File: src/rtl/phy_seq_pkg.sv
package phy_seq_pkg;

    localparam int ADDR_W = 5;
    localparam int DATA_W = 16;

    // PHY register numbers decoded by the PHY itself
    localparam logic [ADDR_W-1:0] REG_CTRL = 5'd0;
    localparam logic [ADDR_W-1:0] REG_STAT = 5'd1;
    localparam logic [ADDR_W-1:0] REG_ADV  = 5'd4;

    // Control register words
    localparam logic [DATA_W-1:0] CTRL_SOFT_RESET = 16'h8000;
    localparam logic [DATA_W-1:0] CTRL_ANEG_KICK  = 16'h1200;
    localparam logic [DATA_W-1:0] CTRL_ANEG_FORCE = 16'h3300;
    localparam logic [DATA_W-1:0] MASK_ALL_SRC    = 16'hFFFF;
    localparam logic [DATA_W-1:0] ADV_SELECTOR    = 16'h0001;

    // Bit positions
    localparam int CTRL_RESET_BIT = 15;
    localparam int STAT_DONE_BIT  = 5;
    localparam int STAT_FAULT_BIT = 4;
    localparam int STAT_CAP_TOP   = 15;
    localparam int ADV_CAP_TOP    = 9;
    localparam int CAP_COUNT      = 5;

    typedef enum logic [3:0] {
        S_IDLE,
        S_RST_WR,
        S_RST_RD,
        S_RST_GAP,
        S_MASK_WR,
        S_CAP_RD,
        S_ADV_WR,
        S_ANEG_WR,
        S_POLL_RD,
        S_FLT_WR,
        S_POLL_GAP,
        S_FINISH
    } seq_state_e;

    typedef enum logic [2:0] {
        RES_NONE     = 3'd0,
        RES_OK       = 3'd1,
        RES_RST_TMO  = 3'd2,
        RES_ANEG_TMO = 3'd3,
        RES_FAULT    = 3'd4
    } seq_result_e;

    // Status ability bits map one to one onto advertisement bits
    function automatic logic [DATA_W-1:0] adv_from_status(input logic [DATA_W-1:0] stat);
        logic [DATA_W-1:0] adv;
        adv = ADV_SELECTOR;
        for (int i = 0; i < CAP_COUNT; i++) begin
            adv[ADV_CAP_TOP-i] = stat[STAT_CAP_TOP-i];
        end
        return adv;
    endfunction

endpackage

File: src/rtl/phy_seq_interval.sv
module phy_seq_interval #(
    parameter int unsigned TICK_CYCLES = 50_000_000
) (
    input  logic clk,
    input  logic rst_n,
    input  logic en_i,
    output logic tick_o
);
    localparam int CNT_W = (TICK_CYCLES > 1) ? $clog2(TICK_CYCLES) : 1;
    localparam logic [CNT_W-1:0] LAST = CNT_W'(TICK_CYCLES - 1);

    logic [CNT_W-1:0] cnt_q;

    assign tick_o = en_i && (cnt_q == LAST);

    always_ff @(posedge clk or negedge rst_n) begin
        if (!rst_n) begin
            cnt_q <= '0;
        end else if (!en_i || tick_o) begin
            cnt_q <= '0;
        end else begin
            cnt_q <= cnt_q + 1'b1;
        end
    end
endmodule

File: src/rtl/phy_seq_tries.sv
module phy_seq_tries #(
    parameter int unsigned LIMIT = 6
) (
    input  logic clk,
    input  logic rst_n,
    input  logic clr_i,
    input  logic inc_i,
    output logic last_o
);
    localparam int CW = $clog2(LIMIT + 1);
    localparam logic [CW-1:0] LAST = CW'(LIMIT - 1);

    logic [CW-1:0] cnt_q;

    assign last_o = (cnt_q == LAST);

    always_ff @(posedge clk or negedge rst_n) begin
        if (!rst_n) begin
            cnt_q <= '0;
        end else if (clr_i) begin
            cnt_q <= '0;
        end else if (inc_i && !last_o) begin
            cnt_q <= cnt_q + 1'b1;
        end
    end
endmodule

File: src/rtl/phy_seq_txn.sv
module phy_seq_txn (
    input  logic clk,
    input  logic rst_n,
    input  logic want_i,
    input  logic done_i,
    output logic issue_o,
    output logic accept_o
);
    logic pending_q;

    assign issue_o  = want_i && !pending_q;
    assign accept_o = pending_q && done_i;

    always_ff @(posedge clk or negedge rst_n) begin
        if (!rst_n) begin
            pending_q <= 1'b0;
        end else if (issue_o) begin
            pending_q <= 1'b1;
        end else if (accept_o) begin
            pending_q <= 1'b0;
        end
    end
endmodule

File: src/rtl/phy_link_sequencer.sv
module phy_link_sequencer
    import phy_seq_pkg::*;
#(
    parameter logic [4:0]  PHY_ADDR    = 5'd0,
    parameter logic [4:0]  MASK_REG    = 5'd19,
    parameter int unsigned TICK_CYCLES = 50_000_000,
    parameter int unsigned RESET_POLLS = 6,
    parameter int unsigned ANEG_POLLS  = 20
) (
    input  logic              clk,
    input  logic              rst_n,
    input  logic              start_i,
    output logic              busy_o,
    output logic              done_o,
    output logic              ok_o,
    output logic [2:0]        code_o,
    output logic              mgmt_start_o,
    output logic              mgmt_write_o,
    output logic [ADDR_W-1:0] mgmt_phy_o,
    output logic [ADDR_W-1:0] mgmt_reg_o,
    output logic [DATA_W-1:0] mgmt_wdata_o,
    input  logic              mgmt_done_i,
    input  logic [DATA_W-1:0] mgmt_rdata_i
);
    seq_state_e        state_q, state_d;
    seq_result_e       result_q, result_d;
    logic [DATA_W-1:0] adv_q, adv_d;

    logic want_txn, accept, gap_en, tick;
    logic rst_clr, rst_inc, rst_last;
    logic neg_clr, neg_inc, neg_last;

    logic unused_rdata_bits;
    assign unused_rdata_bits = ^{mgmt_rdata_i[14:11], mgmt_rdata_i[10:6], mgmt_rdata_i[3:0]};

    phy_seq_txn txn_i (
        .clk     (clk),
        .rst_n   (rst_n),
        .want_i  (want_txn),
        .done_i  (mgmt_done_i),
        .issue_o (mgmt_start_o),
        .accept_o(accept)
    );

    phy_seq_interval #(.TICK_CYCLES(TICK_CYCLES)) interval_i (
        .clk   (clk),
        .rst_n (rst_n),
        .en_i  (gap_en),
        .tick_o(tick)
    );

    phy_seq_tries #(.LIMIT(RESET_POLLS)) rst_tries_i (
        .clk   (clk),
        .rst_n (rst_n),
        .clr_i (rst_clr),
        .inc_i (rst_inc),
        .last_o(rst_last)
    );

    phy_seq_tries #(.LIMIT(ANEG_POLLS)) neg_tries_i (
        .clk   (clk),
        .rst_n (rst_n),
        .clr_i (neg_clr),
        .inc_i (neg_inc),
        .last_o(neg_last)
    );

    // Next-state and result decisions
    always_comb begin
        state_d  = state_q;
        result_d = result_q;
        adv_d    = adv_q;
        rst_clr  = 1'b0;
        rst_inc  = 1'b0;
        neg_clr  = 1'b0;
        neg_inc  = 1'b0;
        unique case (state_q)
            S_IDLE: begin
                if (start_i) begin
                    state_d  = S_RST_WR;
                    result_d = RES_NONE;
                    rst_clr  = 1'b1;
                    neg_clr  = 1'b1;
                end
            end
            S_RST_WR: begin
                if (accept) state_d = S_RST_RD;
            end
            S_RST_RD: begin
                if (accept) begin
                    if (!mgmt_rdata_i[CTRL_RESET_BIT]) begin
                        state_d = S_MASK_WR;
                    end else if (rst_last) begin
                        state_d  = S_FINISH;
                        result_d = RES_RST_TMO;
                    end else begin
                        state_d = S_RST_GAP;
                        rst_inc = 1'b1;
                    end
                end
            end
            S_RST_GAP: begin
                if (tick) state_d = S_RST_RD;
            end
            S_MASK_WR: begin
                if (accept) state_d = S_CAP_RD;
            end
            S_CAP_RD: begin
                if (accept) begin
                    state_d = S_ADV_WR;
                    adv_d   = adv_from_status(mgmt_rdata_i);
                end
            end
            S_ADV_WR: begin
                if (accept) state_d = S_ANEG_WR;
            end
            S_ANEG_WR: begin
                if (accept) state_d = S_POLL_RD;
            end
            S_POLL_RD: begin
                if (accept) begin
                    if (mgmt_rdata_i[STAT_DONE_BIT]) begin
                        state_d  = S_FINISH;
                        result_d = mgmt_rdata_i[STAT_FAULT_BIT] ? RES_FAULT : RES_OK;
                    end else if (mgmt_rdata_i[STAT_FAULT_BIT]) begin
                        state_d = S_FLT_WR;
                    end else if (neg_last) begin
                        state_d  = S_FINISH;
                        result_d = RES_ANEG_TMO;
                    end else begin
                        state_d = S_POLL_GAP;
                        neg_inc = 1'b1;
                    end
                end
            end
            S_FLT_WR: begin
                if (accept) begin
                    if (neg_last) begin
                        state_d  = S_FINISH;
                        result_d = RES_FAULT;
                    end else begin
                        state_d = S_POLL_GAP;
                        neg_inc = 1'b1;
                    end
                end
            end
            S_POLL_GAP: begin
                if (tick) state_d = S_POLL_RD;
            end
            S_FINISH: begin
                state_d = S_IDLE;
            end
            default: begin
                state_d = S_IDLE;
            end
        endcase
    end

    // State register
    always_ff @(posedge clk or negedge rst_n) begin
        if (!rst_n) begin
            state_q  <= S_IDLE;
            result_q <= RES_NONE;
            adv_q    <= ADV_SELECTOR;
        end else begin
            state_q  <= state_d;
            result_q <= result_d;
            adv_q    <= adv_d;
        end
    end

    // Outputs from the current state
    always_comb begin
        want_txn     = 1'b0;
        mgmt_write_o = 1'b0;
        mgmt_reg_o   = REG_CTRL;
        mgmt_wdata_o = '0;
        gap_en       = 1'b0;
        unique case (state_q)
            S_RST_WR: begin
                want_txn     = 1'b1;
                mgmt_write_o = 1'b1;
                mgmt_wdata_o = CTRL_SOFT_RESET;
            end
            S_RST_RD: begin
                want_txn = 1'b1;
            end
            S_MASK_WR: begin
                want_txn     = 1'b1;
                mgmt_write_o = 1'b1;
                mgmt_reg_o   = MASK_REG;
                mgmt_wdata_o = MASK_ALL_SRC;
            end
            S_CAP_RD, S_POLL_RD: begin
                want_txn   = 1'b1;
                mgmt_reg_o = REG_STAT;
            end
            S_ADV_WR: begin
                want_txn     = 1'b1;
                mgmt_write_o = 1'b1;
                mgmt_reg_o   = REG_ADV;
                mgmt_wdata_o = adv_q;
            end
            S_ANEG_WR: begin
                want_txn     = 1'b1;
                mgmt_write_o = 1'b1;
                mgmt_wdata_o = CTRL_ANEG_KICK;
            end
            S_FLT_WR: begin
                want_txn     = 1'b1;
                mgmt_write_o = 1'b1;
                mgmt_wdata_o = CTRL_ANEG_FORCE;
            end
            S_RST_GAP, S_POLL_GAP: begin
                gap_en = 1'b1;
            end
            default: begin
                want_txn = 1'b0;
            end
        endcase
    end

    assign mgmt_phy_o = PHY_ADDR;
    assign busy_o     = (state_q != S_IDLE);
    assign done_o     = (state_q == S_FINISH);
    assign code_o     = result_q;
    assign ok_o       = (result_q == RES_OK);

endmodule

File: config.mk
export PLATFORM = sky130hd
export DESIGN_NAME = phy_link_sequencer
export DESIGN_NICKNAME = d
export VERILOG_FILES = /design/src/rtl/phy_seq_pkg.sv /design/src/rtl/phy_seq_interval.sv /design/src/rtl/phy_seq_tries.sv /design/src/rtl/phy_seq_txn.sv /design/src/rtl/phy_link_sequencer.sv
export SDC_FILE = /design/constraint.sdc
export NUM_CORES = 1
export LEC_CHECK = 0
export CAP_MARGIN = 15
export CORE_MARGIN = 3
export CORE_UTILIZATION = 58
export CTS_BUF_LIST = sky130_fd_sc_hd__clkbuf_8
export CTS_CLUSTER_SIZE = 40
export DETAILED_ROUTE_END_ITERATION = 10
export HOLD_SLACK_MARGIN = 0.06
export PLACE_DENSITY = 0.89
export SLEW_MARGIN = 20
export SYNTH_ARGS = -nofsm -noshare
export SYNTH_HDL_FRONTEND = slang
export SYNTH_SLANG_ARGS = --single-unit
File: constraint.sdc
create_clock -name clk -period 7.2 [get_ports clk]
set_clock_uncertainty 0.2 [all_clocks]
set_input_delay 2.16 -clock clk [delete_from_list [all_inputs] [get_ports clk]]
set_output_delay 2.16 -clock clk [all_outputs]
set_load 0.02 [all_outputs]
# Yosys cells after proc, flatten, opt, wreduce, memory -nomap -nowiden
# Cells that the tools add are included.
# classes
multipliers	0
eq_ne	31
n_lt_le_gt_ge	0
addsub	3
n_bitwise	0
n_div	0
n_mux	53
shifts	0
reduce_logical	23
# ops
op	n
$pmux 16 s5	1
$mux 4	13
$pmux 4 s11	1
$mux 3	13
$add 26x1->26 const B	1
$eq 26x26->1 const B	1
$mux 26	1
$ne 2x2->1 const B	10
$mux 1	17
$eq 4x3->1 const B	4
$eq 4x4->1 const B	4
$pmux 5 s3	1
$pmux 3 s4	1
$reduce_and 11->1	1
$mux 5	2
$reduce_and 10->1	1
$eq 4x2->1 const B	2
$ne 2x1->1 const B	4
$reduce_bool 4->1	2
$reduce_or 8->1	1
$reduce_bool 2->1	3
$add 5x1->5 const B	1
$eq 5x5->1 const B	1
$logic_and 1x1->1	5
14 further kinds	19
# word_totals
regBits	47
latch_bits	0
ram_bits	0
romBits	0
mem_count	0
out_inout_bits	34

# Logic depth before layout (Yosys ltp)
# Gate-level depths: netlist of the first run.
# logic_depth
ltp_word	9
depth_mapped	7
depth_no_buf	6

# By module
# Synthesis of the first run repeated with hierarchy kept, for this count alone.
# unflattened
cells_unflattened	335
hier_area_um2	3030.4
# modules_own_cells
mod	n_inst	seq_area_each_um2	area_per_inst_um2	cells_each
phy_seq_interval	1	650.6	1422.6	152
phy_link_sequencer	1	300.3	1094.8	137
phy_seq_tries at neg_tries_i	1	125.1	262.8	24
phy_seq_tries at rst_tries_i	1	75.1	198.9	17
phy_seq_txn	1	25.0	51.3	5

# Worst setup path before layout of the first run
# Ideal clock, no wire load.
# synth_timing
path_type	reg2out
start	register state_q[2]
end	output mgmt_reg_o[4]
stages_incl_launch_ff	6
n_path_buf	3
required_ns	4.840
path_slack_ns	2.920
t_arrival_ns	1.920
path_cell_list	dfrtp_1 clkbuf_1 buf_1 nand2_1 nor2_1 buf_4
# synth_between
elab_chain_len	3
elab_cells_between_ends	6
classes_between	4 x eq/ne; 1 x mux; 1 x reduce/logical
# synth_rtl
item	line	source
from (decl)	phy_link_sequencer.sv:25	seq_state_e state_q, state_d;
from (signal assigned)	phy_link_sequencer.sv:166	state_q <= state_d;
$eq 4x3->1 or $eq 4x4->1 (tied branches)	phy_link_sequencer.sv:179	unique case (state_q)
$reduce_or 2->1	phy_link_sequencer.sv:179	
$pmux 5 s3 *	phy_link_sequencer.sv:179	
to (decl)	phy_link_sequencer.sv:20	output logic [ADDR_W-1:0] mgmt_reg_o,
# Every way passes the cells marked *; elsewhere a longest branch is shown, timed or not.

# Worst setup path after layout of the first run
# layout_timing
start	register state_q[2]
end	output mgmt_wdata_o[9]
# layout_between
elab_chain_len	2
elab_cells_between_ends	6
classes_between	5 x eq/ne; 1 x mux
# layout_rtl
item	line	source
$eq 4x4->1, or another cell as far along	phy_link_sequencer.sv:179	
$pmux 16 s5 *	phy_link_sequencer.sv:179	
to (decl)	phy_link_sequencer.sv:21	output logic [DATA_W-1:0] mgmt_wdata_o,
# Marks and branches as above.

==> results of run 1 <==
[worst reg2reg max path, delay by kind of cell, from the launching register on]
kind | cells | cell delay [ns]
multiplexers | 1 | 0.33
AND/OR/NAND/NOR | 3 | 1.12
flip-flops | 1 | 0.44
AO/OA/AOI/OAI | 1 | 0.76
[sequential cells by signal (all words and copies together), names as in the netlist]
signal             count
adv_q                  5
rst_tries_i.cnt_q      3
txn_i.pending_q        1
code_o                 3
state_q                4
neg_tries_i.cnt_q      5
interval_i.cnt_q      26
[metal layers]
metal	global-route usage, %	wire [um]
met1	31.3	2510
met2	34.9	2660
met3	3.87	419
met4	6.32	84
met5	0	0
[per-stage QoR]
step                      hold slack, ns  utilization, %  cells  power (mW)
final                              0.304            70.9    388        1.06
after global routing               0.335            70.9    388        1.13
after CTS                          0.303            70.9    388        1.07
after detailed placement           0.290            68.7    380       0.895
after global placement             0.275            68.7    380       0.885
after floorplan                    0.255               -    315       0.716
[power breakdown]
| part | switching (mW) | internal [mW] |
|---|---|---|
| registers | 0.0655 | 0.300 |
| clock network | 0.0933 | 0.0787 |
| logic | 0.281 | 0.245 |
[final cells by class]
class	count	area, um2
multi-input combinational	231	1410
fill	351	1300
clock inverter	2	13.8
clock buffer	6	82.6
sequential	47	1180
timing repair buffer	38	378
inverter	12	45.0
tap	52	65.1
[kinds of logic (layout without fill, tap and decap cells)]
group,count (synthesis),after routing,synth area share [%]
AO/OA/AOI/OAI,48,48,10.5
flip-flops,47,47,42.4
adder cells (fa/ha/maj),4,4,1.81
multiplexers,13,13,5.10
other,1,6,0.135
buffers and inverters,37,58,7.22
XOR/XNOR,27,27,8.53
AND/OR/NAND/NOR,133,133,24.3
[worst max-delay path by stage]
stage / slack [ns] / depth (start not counted) / to / from
after detailed placement: 2.48 / 5 / mgmt_wdata_o[9] / state_q[1]
after floorplan: 2.92 / 5 / mgmt_reg_o[4] / state_q[2]
after global routing: 1.90 / 5 / mgmt_wdata_o[9] / state_q[1]
final: 2.09 / 5 / mgmt_wdata_o[9] / state_q[2]
after CTS: 2.09 / 5 / mgmt_wdata_o[9] / state_q[2]
after global placement: 2.49 / 5 / mgmt_wdata_o[9] / state_q[1]
[cells in the final DEF (no fill, tap or decap), drive strengths merged, types with 11 or more instances in the layout]
cell type	Yosys	layout
inv	10	11
a21oi	13	13
xnor2	13	13
nand2	21	21
xor2	14	14
clkdlybuf4s50	0	37
dfrtp	47	47
nand3	15	15
o21ai	15	15
nor2	46	46
==> flow_metrics.tcl, run 1 <==
set metrics [dict create \
    status "finished clean" \
    fin_area_um2 3170 \
    viasPerCell 5.94 \
    worstReg2RegEnd "state_q[1]" \
    cp_data_required_time_ns 4.84 \
    end_kind "primary output" \
    maxSlewHeadroom_pct 43.1 \
    fp.dieArea_um2 5640 \
    via_count 2304 \
    synth_top_cell_area_share_pct 42.4 \
    cp_max_fo 22 \
    core_area_um2 4470 \
    yosys.area.top_type "dfrtp_1" \
    dpl_cell_area_um2 3080 \
    cpMaxStageDelayCell "nor3b_1" \
    rsz0062_at_grt "no" \
    synth_area_um2 2770 \
    cts_hold_buf 0 \
    async_reset_ff_share_pct 100 \
    tightest_slew_ns 0.853 \
    synthFlopType "dfrtp_1" \
    setup_viol_count_final 0 \
    yosysMostFrequentCell "dfrtp_1" \
    slowest_delay_ns 0.73 \
    rr_startpoint "interval_i.cnt_q[11]" \
    leakage_nw 1.27 \
    die_w_um 75.1 \
    hold_path_depth 1 \
    yosys_warnings 0 \
    initial_core_util_pct 61.9 \
    synth_seq_area_share_pct 42.4 \
    cts_resized 0 \
    fin_nets 359 \
    min_to "interval_i.cnt_q[0]" \
    dp_hpwl_um 4040 \
    holdCritStartpoint "interval_i.cnt_q[0]" \
    clock_latency_ns 0.30 \
    drt-total-wl_um 5670 \
    htree_levels 2 \
    cp_top_family "simple AND/OR/NAND/NOR gates" \
    crit_type "register to primary output" \
    hold_class "register to register" \
    syn_to_final_growth_pct 14.5 \
    fin_crit_ns 5.11 \
    drv_cap 0 \
    grt.total_usage_pct 22.1 \
    min_period_over_period_pct 71.0 \
    place_congestion 0.920 \
    io_pins 54 \
    post_drt_wl_per_cell_um 14.6 \
    peakVddDrop_mv 0.279 \
    fmax_mhz 196 \
    grt_pass1_vias 2068 \
    clockBufferDepth 2 \
    path_cells "nor3b_1 -> a21oi_1 -> o22ai_1 -> a21o_1 -> clkdlybuf4s50_1" \
    clk_pin_slew_worst_paths_ns 0.09 \
    cts_root_buf "clkbuf_8" \
    cts.sinks 47 \
    syn-mean-instance-area_um2 8.94 \
    synth-edff-count 0 \
    powerDensity_nw_per_um2 335 \
    arrival_ns 2.75 \
    synth.distinct_cells 47 \
    die_y_um 75.1 \
    fin_ws_ns 2.09 \
    r2r_cells 5 \
    synth_area_leaders "dfrtp_1, nor2_1, xor2_1" \
    cts_buffers 5 \
    dr.pass1.iters 4 \
    grt_max_degree 48 \
    grt-ovfl-total 0 \
    critical_path_buf_inv_count 1 \
    hold_viol_final 0 \
    r2r_slack_ns 4.23 \
    cts_setup_buffers 0 \
    synth-seq-cells 47 \
    post-place-ws_ns 2.48 \
    syn_inst 310 \
    drc 0 \
    drive_gt1_share_pct 5.65 \
    placementRows 24 \
    cts_tree "done" \
    drv_slew 0 \
    diodes 0 \
    drt_iter0_markers 288 \
    io_buffers 38 \
    antenna_found_initial 0 \
    cp-start-kind "register" \
    antenna_left 0 \
    grt_pass1_wl_um 9680 \
    synthTopCellsByCount "dfrtp_1, nor2_1, nand2_1" \
    setup_tns_ns 0 \
]
Power figures use the tool's default switching activity.
==> inputs of run 2 (changes only) <==
--- a/config.mk
+++ b/config.mk
@@ -7,12 +7,12 @@
 export LEC_CHECK = 0
 export CAP_MARGIN = 15
 export CORE_MARGIN = 3
-export CORE_UTILIZATION = 58
+export CORE_UTILIZATION = 49
 export CTS_BUF_LIST = sky130_fd_sc_hd__clkbuf_8
 export CTS_CLUSTER_SIZE = 40
 export DETAILED_ROUTE_END_ITERATION = 10
 export HOLD_SLACK_MARGIN = 0.06
-export PLACE_DENSITY = 0.89
+export PLACE_DENSITY = 0.8
 export SLEW_MARGIN = 20
 export SYNTH_ARGS = -nofsm -noshare
 export SYNTH_HDL_FRONTEND = slang
==> constraint.sdc (replaced) <==
create_clock -name clk -period 4.5 [get_ports clk]
set_clock_uncertainty 0.2 [all_clocks]
set_input_delay 1.35 -clock clk [delete_from_list [all_inputs] [get_ports clk]]
set_output_delay 1.35 -clock clk [all_outputs]
set_load 0.02 [all_outputs]
==> run 2 against run 1 <==
Via count decreased by 1.3%. Utilization decreased by 9.9 points. Cell area increased by 2.0%. Critical path type unchanged. Sequential power increased by 54%. Highest routed layer unchanged.
==> flow_metrics.tcl, run 2 (synthesis results as in run 1) <==
set metrics [dict create \
    status "finished clean" \
    antenna_found_initial 0 \
    cp_max_fo 16 \
    peakVddDrop_mv 0.504 \
    hold_path_depth 1 \
    grt_max_degree 48 \
    io_pins 54 \
    place_congestion 0.887 \
    setup_viol_count_final 0 \
    cp_data_required_time_ns 2.95 \
    io_buffers 38 \
    cts.sinks 47 \
    netSwitchingFraction_pct 40.2 \
    clock_latency_ns 0.30 \
    min_to "interval_i.cnt_q[0]" \
    fin_crit_ns 4.06 \
    pwr-share-comb_pct 50.5 \
    grt-ovfl-total 0 \
    cts_setup_buffers 0 \
    syn_to_final_growth_pct 16.8 \
    final_common_cell "dfrtp_1" \
    fin_nets 363 \
    dp_hpwl_um 4210 \
    clk_pin_slew_worst_paths_ns 0.08 \
    via_count 2274 \
    drive_gt1_share_pct 6.49 \
    clockBufferDepth 2 \
    drc 0 \
    final_util_pct 61.0 \
    dr.pass1.iters 5 \
    grt_pass1_wl_um 10400 \
    diodes 0 \
    end_kind "primary output" \
    min_period_over_period_pct 90.3 \
    setup_tns_ns 0 \
    cp-start-kind "register" \
    power_switching_uw 702 \
    cpMaxStageDelayCell "clkdlybuf4s50_1" \
    hold_class "register to register" \
    rsz0062_at_grt "no" \
    core_area_um2 5300 \
    crit_type "register to primary output" \
    drt-total-wl_um 5760 \
    drv_cap 0 \
    arrival_ns 2.51 \
    tightest_slew_ns 0.783 \
    nFillCells 474 \
    viasPerCell 5.56 \
    drt_iter0_markers 193 \
    maxSlewHeadroom_pct 47.3 \
    powerDensity_nw_per_um2 540 \
    grt.total_usage_pct 19.9 \
    fp.dieArea_um2 6590 \
    p_seq_share_pct 32.2 \
    die_w_um 81.2 \
    holdCritStartpoint "interval_i.cnt_q[0]" \
    slowest_delay_ns 0.70 \
    initial_core_util_pct 52.3 \
    rr_startpoint "state_q[0]" \
    cts_tree "done" \
    worstReg2RegEnd "state_q[0]" \
    antenna_left 0 \
    critical_path_buf_inv_count 1 \
    r2r_slack_ns 2.10 \
    hold_viol_final 0 \
    regMostFlops "interval_i.cnt_q" \
    instances_no_fill 409 \
    grt_pass1_vias 2214 \
    drv_slew 0 \
    htree_levels 2 \
    leakage_nw 1.29 \
    p_int_mw 1.05 \
    pwr-share-clk_pct 17.4 \
    cts_root_buf "clkbuf_8" \
    reg_top3 "interval_i.cnt_q: 26 flops, adv_q: 5 flops, neg_tries_i.cnt_q: 5 flops" \
    cts_buffers 5 \
    cp_top_family "simple AND/OR/NAND/NOR gates" \
    placementRows 26 \
    cts_hold_buf 0 \
    cts_resized 0 \
    fmax_mhz 246 \
    post_drt_wl_per_cell_um 14.1 \
    largest_reg_flops 26 \
    dp.cells 402 \
    layout_common_cells "dfrtp_1, nor2_1, clkdlybuf4s50_1, nand2_1" \
    path_cells "nor2_4 -> nand2_1 -> nor2_1 -> clkdlybuf4s50_1" \
    r2r_cells 5 \
    die_y_um 81.2 \
    total_power_mw 1.75 \
    path_depth 4 \
    holdWs_ns 0.285 \
]
==> run 2: cell count changes in the layout (fill, tap and decap cells not counted), sizes merged <==
cell and change:
bufinv +1, clkinvlp +1, buf +4, inv -1
clkbuf -1, clkinv -1
==> run 2: how the worst max path moves through the flow <==
stage	from	to	slack (ns)
floorplan	state_q[2]	mgmt_reg_o[4]	1.03
global placement	state_q[0]	mgmt_wdata_o[14]	0.88
detailed placement	state_q[0]	mgmt_wdata_o[1]	0.76
CTS	state_q[0]	mgmt_wdata_o[1]	0.44
global route	state_q[0]	mgmt_wdata_o[2]	0.17
finish	state_q[0]	mgmt_wdata_o[11]	0.44
==> run 2: power by group through the flow <==
stage | Combinational (mW) | Clock (mW) | Sequential, mW
after floorplan | 0.618 | 0 | 0.527
after global placement | 0.873 | 0 | 0.565
after detailed placement | 0.881 | 0 | 0.570
after CTS | 0.886 | 0.312 | 0.561
after global routing | 0.961 | 0.329 | 0.577
final | 0.881 | 0.303 | 0.562
==> run 2: routing by layer <==
layer	share of wire, %	wire length [um]	vias up	GRT usage, %
li1	-	-	1121	-
met1	46	2660	1064	28.3
met2	46	2670	81	31.0
met3	6.3	363	8	4.32
met4	1.1	66	0	4.73
met5	0	0	-	0
==> run 2: area by class of cell <==
type	count	area, um2	area share, %
clock inverter	2	37.5	1.16
inverter	12	45.0	1.39
timing repair buffer	42	408	12.6
sequential	47	1180	36.3
tap	70	87.6	2.71
clock buffer	5	68.8	2.13
multi-input combinational	231	1410	43.7
==> run 2: through the flow <==
stage	setup slack, ns	cell area, um2
after global routing	0.174	3240
after global placement	0.878	3130
after CTS	0.444	3230
after detailed placement	0.760	3130
after floorplan	1.03	2790
final	0.436	3240
==> inputs of run 3 (changes only) <==
--- a/config.mk
+++ b/config.mk
@@ -17,3 +17,4 @@
 export SYNTH_ARGS = -nofsm -noshare
 export SYNTH_HDL_FRONTEND = slang
 export SYNTH_SLANG_ARGS = --single-unit
+export TNS_END_PERCENT = 30
==> results of run 3 <==
Final layout, timing and power as in run 2 (identical DEF).
